$ cat src/rtl/dmarq_pkg.sv
package dmarq_pkg;

  localparam int EVT_W  = 11;
  localparam int IDX_W  = $clog2(EVT_W);
  localparam int CFG_W  = 7;

  // write-word field positions
  localparam int F_SEL_LSB = 0;
  localparam int F_TRIG    = 4;
  localparam int F_CLR     = 5;
  localparam int F_EN      = 6;

  // event bus line numbers
  localparam logic [IDX_W-1:0] EV_SER_RX  = 4'd0;
  localparam logic [IDX_W-1:0] EV_SER_TX  = 4'd1;
  localparam logic [IDX_W-1:0] EV_EXT0    = 4'd2;
  localparam logic [IDX_W-1:0] EV_EXT1    = 4'd3;
  localparam logic [IDX_W-1:0] EV_EP1_IN  = 4'd4;
  localparam logic [IDX_W-1:0] EV_EP2_IN  = 4'd5;
  localparam logic [IDX_W-1:0] EV_EP1_OUT = 4'd6;
  localparam logic [IDX_W-1:0] EV_EP1_NE  = 4'd7;
  localparam logic [IDX_W-1:0] EV_EP2_OUT = 4'd8;
  localparam logic [IDX_W-1:0] EV_SIO     = 4'd9;
  localparam logic [IDX_W-1:0] EV_TMR     = 4'd10;

  typedef enum logic [1:0] {DET_NONE, DET_RISE, DET_FALL} det_e;

  typedef struct packed {
    det_e             det;
    logic [IDX_W-1:0] idx;
  } route_t;

  // Source code to (event line, edge). Channel 0 has its own table; all
  // further channels share the second one.
  function automatic route_t route_of(input int ch, input logic [3:0] code);
    route_t r;
    r.det = DET_NONE;
    r.idx = '0;
    case (code)
      4'b0001: if (ch == 0) begin r.det = DET_RISE; r.idx = EV_SER_RX; end
      4'b0010: if (ch == 0) begin r.det = DET_RISE; r.idx = EV_SER_TX; end
      4'b0100: begin
        r.det = DET_RISE;
        r.idx = (ch == 0) ? EV_EXT0 : EV_EXT1;
      end
      4'b0101: begin r.det = DET_FALL; r.idx = EV_EP1_IN;  end
      4'b0110: begin r.det = DET_FALL; r.idx = EV_EP2_IN;  end
      4'b1000: begin r.det = DET_RISE; r.idx = EV_EP1_OUT; end
      4'b1001: begin r.det = DET_RISE; r.idx = EV_EP1_NE;  end
      4'b1010: begin r.det = DET_RISE; r.idx = EV_EP2_OUT; end
      4'b1110: begin
        r.det = DET_RISE;
        r.idx = (ch == 0) ? EV_SIO : EV_TMR;
      end
      default: begin r.det = DET_NONE; r.idx = '0; end
    endcase
    return r;
  endfunction

endpackage

$ cat src/rtl/dmarq_edge_det.sv
module dmarq_edge_det #(
  parameter int W      = 11,
  parameter int STAGES = 2
) (
  input  logic         clk,
  input  logic         rst,
  input  logic [W-1:0] raw,
  output logic [W-1:0] rise,
  output logic [W-1:0] fall
);

  // one synchroniser chain per line, with one extra flop holding the
  // previous synchronised value
  for (genvar i = 0; i < W; i++) begin : g_line
    logic [STAGES:0] chain;

    always_ff @(posedge clk) begin
      if (rst) chain <= '0;
      else     chain <= {chain[STAGES-1:0], raw[i]};
    end

    assign rise[i] =  chain[STAGES-1] & ~chain[STAGES];
    assign fall[i] = ~chain[STAGES-1] &  chain[STAGES];
  end

endmodule

$ cat src/rtl/dmarq_chan_cfg.sv
module dmarq_chan_cfg
  import dmarq_pkg::*;
(
  input  logic             clk,
  input  logic             rst,
  input  logic             we,
  input  logic [CFG_W-1:0] wdata,
  output logic [3:0]       sel,
  output logic             en,
  output logic             trig,
  output logic             clr,
  output logic [CFG_W-1:0] rdata
);

  always_ff @(posedge clk) begin
    if (rst) begin
      sel <= '0;
      en  <= 1'b0;
    end else if (we) begin
      sel <= wdata[F_SEL_LSB +: 4];
      en  <= wdata[F_EN];
    end
  end

  // command bits act only during the write; nothing is stored
  assign trig = we & wdata[F_TRIG];
  assign clr  = we & wdata[F_CLR];

  always_comb begin
    rdata                  = '0;
    rdata[F_SEL_LSB +: 4]  = sel;
    rdata[F_EN]            = en;
  end

endmodule

$ cat src/rtl/dmarq_capture.sv
module dmarq_capture
  import dmarq_pkg::*;
#(
  parameter int CH = 0
) (
  input  logic             clk,
  input  logic             rst,
  input  logic [3:0]       sel,
  input  logic             en,
  input  logic [EVT_W-1:0] rise,
  input  logic [EVT_W-1:0] fall,
  input  logic             trig,
  input  logic             clr,
  input  logic             ack,
  output logic             hit,
  output logic             cap,
  output logic             req
);

  route_t rt;

  always_comb begin
    rt = route_of(CH, sel);
    case (rt.det)
      DET_RISE: hit = rise[rt.idx];
      DET_FALL: hit = fall[rt.idx];
      default:  hit = 1'b0;
    endcase
  end

  // set has priority over both clear causes
  always_ff @(posedge clk) begin
    if (rst)              cap <= 1'b0;
    else if (hit || trig) cap <= 1'b1;
    else if (clr || ack)  cap <= 1'b0;
  end

  assign req = cap & en;

endmodule

$ cat src/rtl/dmarq_src_select.sv
module dmarq_src_select
  import dmarq_pkg::*;
#(
  parameter int NUM_CH      = 2,
  parameter int SYNC_STAGES = 2
) (
  input  logic                    clk,
  input  logic                    rst,
  input  logic [EVT_W-1:0]        evt_i,
  input  logic [NUM_CH-1:0]       cfg_we,
  input  logic [CFG_W-1:0]        cfg_wdata,
  input  logic [NUM_CH-1:0]       eng_ack,
  output logic [NUM_CH*CFG_W-1:0] cfg_rdata,
  output logic [NUM_CH-1:0]       req_o
);

  logic [EVT_W-1:0]  rise, fall;
  logic [NUM_CH-1:0] cap_vec, hit_vec;

  dmarq_edge_det #(.W(EVT_W), .STAGES(SYNC_STAGES)) u_edge (
    .clk  (clk),
    .rst  (rst),
    .raw  (evt_i),
    .rise (rise),
    .fall (fall)
  );

  for (genvar c = 0; c < NUM_CH; c++) begin : g_ch
    logic [3:0] sel;
    logic       en, trig, clr;

    dmarq_chan_cfg u_cfg (
      .clk   (clk),
      .rst   (rst),
      .we    (cfg_we[c]),
      .wdata (cfg_wdata),
      .sel   (sel),
      .en    (en),
      .trig  (trig),
      .clr   (clr),
      .rdata (cfg_rdata[c*CFG_W +: CFG_W])
    );

    dmarq_capture #(.CH(c)) u_cap (
      .clk  (clk),
      .rst  (rst),
      .sel  (sel),
      .en   (en),
      .rise (rise),
      .fall (fall),
      .trig (trig),
      .clr  (clr),
      .ack  (eng_ack[c]),
      .hit  (hit_vec[c]),
      .cap  (cap_vec[c]),
      .req  (req_o[c])
    );
  end

endmodule

$ cat config.mk
export PLATFORM = sky130hd
export DESIGN_NAME = dmarq_src_select
export DESIGN_NICKNAME = d
export VERILOG_FILES = /design/src/rtl/dmarq_pkg.sv /design/src/rtl/dmarq_edge_det.sv /design/src/rtl/dmarq_chan_cfg.sv /design/src/rtl/dmarq_capture.sv /design/src/rtl/dmarq_src_select.sv
export SDC_FILE = /design/constraint.sdc
export NUM_CORES = 1
export LEC_CHECK = 0
export ABC_AREA = 1
export BUFFER_PORTS_ARGS = -buffer_cell sky130_fd_sc_hd__buf_2
export CORE_MARGIN = 3
export CORE_UTILIZATION = 55
export DETAILED_ROUTE_END_ITERATION = 7
export PLACE_DENSITY = 0.79
export SYNTH_ARGS = -nofsm -noshare
export SYNTH_HDL_FRONTEND = slang
export SYNTH_SLANG_ARGS = --single-unit
$ cat constraint.sdc
create_clock -name clk -period 2.3 [get_ports clk]
set_clock_uncertainty 0.05 [all_clocks]
set_input_delay 0.345 -clock clk [delete_from_list [all_inputs] [get_ports clk]]
set_output_delay 0.345 -clock clk [all_outputs]
set_load 0.05 [all_outputs]
# After elaboration in Yosys (flattened, before gate mapping)
# Index checks and enable logic that the tools add are counted.
dict set report totals {
  regBits 45
  in_bits 24
  output_inout_bits 16
  wordCells 111
}
dict set report classes {
  order_cmp 2
  n_eq_ne 20
  muxes 16
  bitwise_logic 50
  reduce_logical 6
}
# operator count
set ops {}
lappend ops {{$pmux W6 S9} 1}
lappend ops {{$pmux W6 S7} 1}
lappend ops {{$eq A4 B4 Y1 const B} 8}
lappend ops {{$and A1 B1 Y1} 28}
lappend ops {{$eq A4 B3 Y1 const B} 6}
lappend ops {{$not A1 Y1} 22}
lappend ops {{$bmux W1 S4} 4}
lappend ops {{$lt A4 B5 Y1 const B} 2}
lappend ops {{$mux W1} 8}
lappend ops {{$eq A2 B1 Y1 const B} 2}
lappend ops {{$eq A2 B2 Y1 const B} 2}
lappend ops {{$eq A4 B1 Y1 const B} 1}
lappend ops {{$eq A4 B2 Y1 const B} 1}
lappend ops {{$logic_or A1 B1 Y1} 4}
lappend ops {{$pmux W1 S2} 2}
lappend ops {{$reduce_bool A2 Y1} 2}

# Logic depth before layout (Yosys ltp)
# Gate-level depths: netlist of the first run.
dict set report logic_depth {
  ltp_word 7
  mapped_depth 15
  mapped_depth_nobuf 15
}

# By module
# Synthesis of the first run repeated with hierarchy kept, for this count alone.
dict set report hier_totals {
  hier_cells 403
  area_unflattened_um2 2591.2
}
# module n_inst cells_per_inst area_per_inst_um2 seq_area_each_um2
set modules_own_cells {}
lappend modules_own_cells {dmarq_edge_det 1 136 1082.3 660.6}
lappend modules_own_cells {dmarq_chan_cfg 2 44 280.3 100.1}
lappend modules_own_cells {{dmarq_capture at g_ch[0].u_cap} 1 96 523.0 20.0}
lappend modules_own_cells {{dmarq_capture at g_ch[1].u_cap} 1 83 425.4 20.0}

# Worst setup path after synthesis of the first run
# No wires, ideal clock.
dict set report synth_path {
  path_type {reg2reg}
  start {register g_ch[0].u_cfg.sel[1]}
  end {register g_ch[0].u_cap.cap}
  setup_ns 0.131
  t_arrival_ns 1.917
  t_required_ns 2.119
  setup_slack_ns 0.203
  path_stages_with_launch 15
  n_path_buf 0
  synth_period_minus_slack_ns 2.097
  path_cell_list {dfxtp_1 inv_2 nand2_1 o21ai_2 a311oi_1 inv_1 ha_1 inv_1 a21oi_1 nand2_1 nand2_1 nand2_1 nand2_1 nand2_1 a21oi_2}
}
dict set report synth_via {
  elab_chain_cells 7
  word_cells_on_any_way 20
  cone_classes {eq/ne (11); mux (7); reduce/logical (2)}
}
# element line_no
set synth_rtl {}
lappend synth_rtl {{start: declaration} dmarq_chan_cfg.sv:8} ;# output logic [3:0] sel,
lappend synth_rtl {{start signal: assignment} dmarq_chan_cfg.sv:20} ;# sel <= wdata[F_SEL_LSB +: 4];
lappend synth_rtl {{$eq A4 B4 Y1, or another cell as far along} dmarq_pkg.sv:39} ;# case (code)
lappend synth_rtl {{$pmux W6 S9 *} dmarq_pkg.sv:39}
lappend synth_rtl {{$bmux W1 S4 (on tied branches)} {dmarq_capture.sv:26, dmarq_capture.sv:25}}
lappend synth_rtl {{$mux W1 (on tied branches)} {dmarq_capture.sv:26, dmarq_capture.sv:25}}
lappend synth_rtl {{$pmux W1 S2 *} dmarq_capture.sv:24} ;# case (rt.det)
lappend synth_rtl {{$logic_or A1 B1 Y1 *} dmarq_capture.sv:34} ;# else if (hit || trig) cap <= 1'b1;
lappend synth_rtl {{$mux W1 / $reduce_bool A2 Y1 (equally long branches)} -}
lappend synth_rtl {{end signal: assignment} dmarq_capture.sv:33} ;# if (rst) cap <= 1'b0;
lappend synth_rtl {{end signal: assignment} dmarq_capture.sv:34}
lappend synth_rtl {{end signal: assignment} dmarq_capture.sv:35} ;# else if (clr || ack) cap <= 1'b0;
lappend synth_rtl {{end: declaration} dmarq_capture.sv:16} ;# output logic cap,
# Every way passes the cells marked *; elsewhere a longest branch is shown, timed or not. The select of a mux whose other input is x is not followed.
# A chain may end at the register's enable or synchronous reset.

# Final worst setup path of the first run
# Same ends and word-level chain as after synthesis.

==> Implementation_results.wiki, run 1 <==
{| class="wikitable"
! Metric !! Value
|-
| Final Max Tran Viols || 0
|-
| Run status || completed
|-
| Prevailing post-synth register cell || dfxtp_1
|-
| Post-synthesis async set-or-reset flop share || 0%
|-
| Share of the synthesized area in the top cell type || about two fifths
|-
| Final routed DRC violation total || 0
|-
| Least-Margin Pin Slew || 0.781 ns
|-
| Remaining antenna violation count || 0
|-
| Post-layout total power || 1.67 mW
|-
| Final global-route overflow total || 0
|-
| Worst skew pair latency || ~0.29 ns
|-
| Pre-CTS setup slack || 0.341 ns
|-
| Largest net degree at the start of global routing || 46
|-
| Leading cell types by total area after synthesis || dfxtp_1 39%, nand2_1 13%, nor2_1 9.5%
|-
| Clock sink count || 45
|-
| Delay contributed by the slowest stage of the critical path || 0.37 ns
|-
| Count of hold buffers inserted by post-cts repair || 0
|-
| I/O Pins || 40
|-
| Via density || 4.87
|-
| Final wirelength || 4570 microns
|-
| Die W || about 71 microns
|-
| Fraction of the yosys area taken by sequential cells || 39.2%
|-
| IR Drop Worst-Case VDD || 526 uV
|-
| Setup repair after global routing missed its margin || no
|-
| Global-route wire length before repair || 7980 microns
|-
| Fraction of final layout cells sized beyond drive strength 1 || 20.5%
|-
| Worst endpoint data arrival time || 2.17 ns
|-
| Largest delay share family, worst path || compound AO/OA/AOI/OAI gates
|-
| Die Area || between 4000 and 5000 sq um
|-
| Die extent in y || between 70 and 80 microns
|-
| Clock tree root driver cell || clkbuf_8
|-
| Sum of net half-perimeters after detailed placement || 3500 microns
|-
| Maximum clock rate || 500 MHz
|-
| Kind of start point of the critical path || flop
|-
| DR vias || 2091
|-
| Routed wirelength normalized by instance count || 10.7 microns
|-
| First-pass detailed-route iteration total || 4
|-
| Min Tclk post-route || ~2 ns
|-
| Post-CTS setup buffers || 0
|-
| Count of flip-flops with a built-in enable after synthesis || 0
|-
| Via count of the first global-routing pass || approximately 1.9k
|-
| P_leak || 1.36 nW
|-
| Data required time of the critical path || 2.47 ns
|-
| Pwr dens || approximately 650 nW/um^2
|-
| Netlist area before placement || 2300 sq um
|-
| Global-route usage over all layers || 19.1%
|-
| Setup WS post-layout || 0.300 ns
|-
| Most common cell in the netlist || nand2_1
|-
| Placement row count || 22
|-
| Worst min-delay path category || in2reg
|-
| Critical path capture point type || flop
|-
| Number of setup violations in the final report || 0
|-
| H-tree Lvls || 2
|-
| Critical path buffers and inverters || 3
|-
| Effective utilization at floorplan || 59.7%
|-
| Mean Syn Cell Area || 6.61 sq um
|-
| Post-route clock period utilization || 87.0%
|-
| Cell seen most often among critical-path stages || nand2_1
|-
| Number of maximum-capacitance constraint violations || 0
|-
| Port Buf Inserts || 35
|-
| Setup tns final || 0 ns
|-
| Final core occ || 66.4%
|-
| CTS tree || yes
|-
| CP max-delay cell || dfxtp_1
|-
| CTS clock-pin slew for the worst setup and hold paths || 0.08 ns
|-
| Cell-by-cell listing of the critical path || inv_2 > nor2_2 > nand2_1 > inv_1 > a311oi_1 > ha_1 > inv_1 > a21oi_1 > nand2_1 > nand2_1 > nand2_1 > nand2_1 > nand2_1 > a21oi_2
|-
| Core area || 3850 sq um
|-
| Worst relative slew slack || a little under half
|-
| Buffer depth of the longest clock path || 2
|-
| Internal reg-to-reg setup slack || 0.30 ns
|-
| Routability-driven placement congestion ratio || 1.04
|-
| Violation count after the first detailed-routing iteration || 159
|-
| Number of gates given a new drive strength after cts || 0
|-
| Area growth from synthesis to layout || 11.3%
|-
| Count of yosys warnings during synthesis || 0
|-
| CP Max Fanout || 5
|-
| FF+latch count, synth || 45
|-
| Post-Syn Instances || about 350
|-
| Total Nets Final || 408
|-
| Number of antenna violations at the first check in global routing || 0
|-
| Hold violation total from the final report || 0
|-
| Cell taking the most area after synthesis || dfxtp_1
|-
| Synth cell count leaders || 81 x nand2_1, 58 x nor2_1, 54 x inv_1
|-
| Fill cell count || roughly 360
|-
| Clock buffer count from CTS || 5
|-
| Ant diodes || 0
|-
| Category of the most critical setup path || reg2reg
|-
| Number of unique standard cell types used by synthesis || 24
|}
[where the power goes]
group	total [mW]	switching (mW)	leakage, nW	internal (mW)
sequential	0.840	0.0232	0.371	0.817
combinational	0.354	0.240	0.943	0.113
clock	0.476	0.261	0.0481	0.215
[cell usage in the layout (no fill, tap or decap)]
master,netlist,final
nor2_2,8,8
ha_1,4,4
o211ai_1,4,4
clkinv_1,3,3
conb_1,1,4
clkinv_2,0,1
clkinv_4,0,2
clkbuf_8,0,5
dfxtp_1,45,45
buf_2,0,35
a21oi_1,7,7
nor2_8,1,1
or2_2,8,8
o21ai_1,2,2
inv_2,9,9
nand3_1,30,30
a211oi_1,8,8
nand2_1,81,81
a21oi_2,1,1
nor2_1,58,58
nand2_2,6,6
nand2_4,1,1
o21ai_2,1,1
a32oi_1,2,2
inv_1,54,54
a311oi_1,1,1
[tightest hold or removal path, cell delays in order]
cell	delay, ns
buf_2	0.07
inv_1	0.03
nor2_1	0.06
[worst paths after layout]
check | startpoint | endpoint | cells past startpoint
worst max register to register | g_ch[0].u_cfg.sel[1] | g_ch[0].u_cap.cap | 14
worst min register to register | u_edge.g_line[5].chain[0] | u_edge.g_line[5].chain[1] | 2
worst min-delay path | evt_i[5] | u_edge.g_line[5].chain[0] | 3
worst max-delay path | g_ch[0].u_cfg.sel[1] | g_ch[0].u_cap.cap | 14
[layout make-up]
| class | count | area (sq um) | share of cell area [%] |
|---|---|---|---|
| multi-input combinational | 227 | 1080 | 42.4 |
| sequential | 45 | 901 | 35.2 |
| inverter | 66 | 248 | 9.68 |
| timing repair buffer | 35 | 175 | 6.84 |
| clock buffer | 5 | 68.8 | 2.69 |
| tap | 48 | 60.1 | 2.35 |
| clock inverter | 3 | 22.5 | 0.880 |
[stage by stage]
| step | cell area, sq um | hold slack, ns | instances |
|---|---|---|---|
| after floorplan | 2310 | 0.338 | 351 |
| after global placement | 2470 | 0.339 | 421 |
| after detailed placement | 2470 | 0.344 | 421 |
| after CTS | 2560 | 0.192 | 429 |
| after global routing | 2560 | 0.205 | 429 |
| final | 2560 | 0.197 | 429 |
[sequential cells by signal, summed over array words and instances, names as in the netlist]
| register | flops |
|---|---|
| g_ch.u_cap.cap | 2 |
| g_ch.u_cfg.en | 2 |
| g_ch.u_cfg.sel | 8 |
| u_edge.g_line.chain | 33 |
[per-layer routing]
metal / GRT usage (%) / share of wire (%) / wire, microns
met1: 25.4 / 46 / 2130
met4: 5.43 / 1.2 / 55
met3: 3.13 / 5.8 / 264
met5: 0 / 0 / 0
met2: 32.1 / 47 / 2130
[logic make-up (layout without fill, tap and decap cells)]
family	Yosys count	after routing	share of synthesized area, %
fa+ha+maj	4	4	2.18
simple gates	193	193	36.5
other cells	1	4	0.163
buf+inv	79	109	14.2
flops	45	45	39.2
compound gates	26	26	7.78
Power figures use the tool's default switching activity.
==> run 2, diff against run 1 <==
- CORE_MARGIN: 3 -> 2
- RECOVER_POWER: not set -> 50
==> Implementation_results.wiki, run 2 (same netlist as run 1, synthesis figures left out) <==
{| class="wikitable"
! Metric !! Value
|-
| Routing usage on met3 || between 4 and 5%
|-
| Fill cell count || roughly 380
|-
| Routed wirelength normalized by instance count || roughly 10 microns
|-
| Internal power contribution || around 1.2 mW
|-
| Worst skew pair latency || around 0.29 ns
|-
| Via count of the first global-routing pass || 1673
|-
| Category of the most critical setup path || reg2reg
|-
| Number of flip-flops in the largest register || 33
|-
| Kind of start point of the critical path || flop
|-
| Global-route wire length before repair || 6950 microns
|-
| CTS tree || yes
|-
| Most frequent standard cell in the layout excluding fill and tap cells || nand2_1
|-
| Number of setup violations in the final report || 0
|-
| Switching Share || a little under a third
|-
| DR vias || 2065
|-
| Global-route usage over all layers || between 10% and 20%
|-
| Area growth from synthesis to layout || 11.6%
|-
| Die extent in y || between 60 and 70 microns
|-
| Final global-route overflow total || 0
|-
| Least-Margin Pin Slew || approximately 1.8 ns
|-
| Largest net degree at the start of global routing || 46
|-
| Data required time of the critical path || 2.35 ns
|-
| Total Nets Final || 409
|-
| Part of the power in combinational logic || 21.2%
|-
| Sum of net half-perimeters after detailed placement || 3480 microns
|-
| Top register by number of flip-flops || u_edge.g_line.chain
|-
| Final routed DRC violation total || 0
|-
| Footprint of the multi-input gates || approximately 1100 sq um
|-
| Setup WS post-layout || 0.348 ns
|-
| Fraction of final layout cells sized beyond drive strength 1 || 20.2%
|-
| Placement row count || 23
|-
| Buffer depth of the longest clock path || 2
|-
| Port Buf Inserts || 35
|-
| Violation count after the first detailed-routing iteration || 93
|-
| Pwr dens || 654 nW/um^2
|-
| Final Max Tran Viols || 46
|-
| Core area || 4000 sq um
|-
| I/O Pins || 40
|-
| Post-CTS setup buffers || 0
|-
| P_leak || 1.36 nW
|-
| Number of maximum-capacitance constraint violations || 1
|-
| Die Area || 4720 sq um
|-
| Biggest regs || u_edge.g_line.chain: 33 flops, g_ch.u_cfg.sel: 8 flops
|-
| Setup repair after global routing missed its margin || no
|-
| Worst endpoint data arrival time || 2.00 ns
|-
| Clock buffer count from CTS || 5
|-
| Most frequent cells in the layout || 81 x nand2_1, 58 x nor2_1, 54 x inv_1
|-
| Ant diodes || 0
|-
| Violated checks || capacitance limit, slew limit
|-
| Effective utilization at floorplan || between 50% and 60%
|-
| Clock sink count || 45
|-
| Worst relative slew slack || -23.0%
|-
| Die W || 68.7 microns
|-
| Clock network fraction of design power || ~29%
|-
| Sequential share of power || roughly 50%
|-
| CTS clock-pin slew for the worst setup and hold paths || 0.08 ns
|-
| Net switching power || 0.508 mW
|-
| Most Used Layer, Global Route || met2
|-
| Min Tclk post-route || 1.95 ns
|-
| Number of gates given a new drive strength after cts || 0
|-
| Pre-CTS setup slack || 0.411 ns
|-
| Final core occ || 64.2%
|-
| Setup tns final || 0 ns
|-
| Clock tree root driver cell || clkbuf_8
|-
| Count of hold buffers inserted by post-cts repair || 0
|-
| Final wirelength || 4430 microns
|-
| H-tree Lvls || 2
|-
| CP Max Fanout || 5
|-
| Via density || around 4.8
|-
| First-pass detailed-route iteration total || 4
|-
| Global Route met2 Usage || 32.6%
|-
| Critical path capture point type || flop
|-
| Maximum clock rate || slightly above 500 MHz
|-
| Run status || finished with violations
|-
| Remaining antenna violation count || 0
|-
| IR Drop Worst-Case VDD || 466 uV
|-
| Post-route clock period utilization || 84.9%
|-
| GR Layer Usage met1 || approximately 25%
|-
| Hold violation total from the final report || 0
|-
| Number of antenna violations at the first check in global routing || 0
|-
| Worst Hold Margin || 0.197 ns
|-
| Routability-driven placement congestion ratio || 0.858
|-
| FF/Latch Area || 901 sq um
|-
| Worst min-delay path category || in2reg
|}
[run 2: cell count changes in the layout (fill, tap and decap cells not counted), sizes merged]
cell | before | now
clkinv | 6 | 3
clkinvlp | 0 | 1
clkbuf | 5 | 7
[run 2: cell type report]
class | count | share of cell area [%]
clock inverters | 1 | 0.292
well taps | 50 | 2.44
repair buffers | 36 | 7.07
flip-flops and latches | 45 | 35.1
multi-input cells | 227 | 42.3
clock buffers | 6 | 3.22
inverters | 66 | 9.65
[run 2: layer usage]
layer  vias to the layer above  wire length, microns
li1                       1118                     -
met1                       901                  2160
met2                        40                  2030
met3                         6                   184
met4                         0                    61
met5                         -                     0
[run 2: power by group through the flow]
stage	Combinational (mW)	Clock, mW	Sequential [mW]
3_3_place_gp	0.353	0	0.857
3_5_place_dp	0.356	0	0.859
6_report	0.356	0.482	0.840
5_1_grt	0.401	0.528	0.845
2_1_floorplan	0.249	0	0.888
4_1_cts	0.358	0.499	0.840
[run 2: through the flow]
stage                     instances  power (mW)  instance area (sq um)
after floorplan                 351        1.14                   2310
after detailed placement        424        1.21                   2480
after global routing            431        1.77                   2570
after global placement          424        1.21                   2480
after CTS                       431        1.70                   2570
final                           431        1.68                   2570
[run 2: worst paths after layout]
kind,startpoint,to,slack [ns],depth (start not counted)
setup / recovery,g_ch[0].u_cfg.sel[1],g_ch[0].u_cap.cap,0.35,15
hold / removal,evt_i[9],u_edge.g_line[9].chain[0],0.20,3
setup reg to reg,g_ch[0].u_cfg.sel[1],g_ch[0].u_cap.cap,0.35,15
hold reg to reg,u_edge.g_line[5].chain[0],u_edge.g_line[5].chain[1],0.35,2
[run 2: critical path, stage by stage (launching register included)]
cell,delay [ns]
dfxtp_1,0.36
inv_2,0.10
nor2_2,0.05
nand2_1,0.11
inv_1,0.07
a311oi_1,0.33
inv_1,0.08
ha_1,0.22
inv_1,0.06
a21oi_1,0.03
nand2_1,0.05
nand2_1,0.04
nand2_1,0.05
nand2_1,0.04
nand2_1,0.06
a21oi_2,0.05
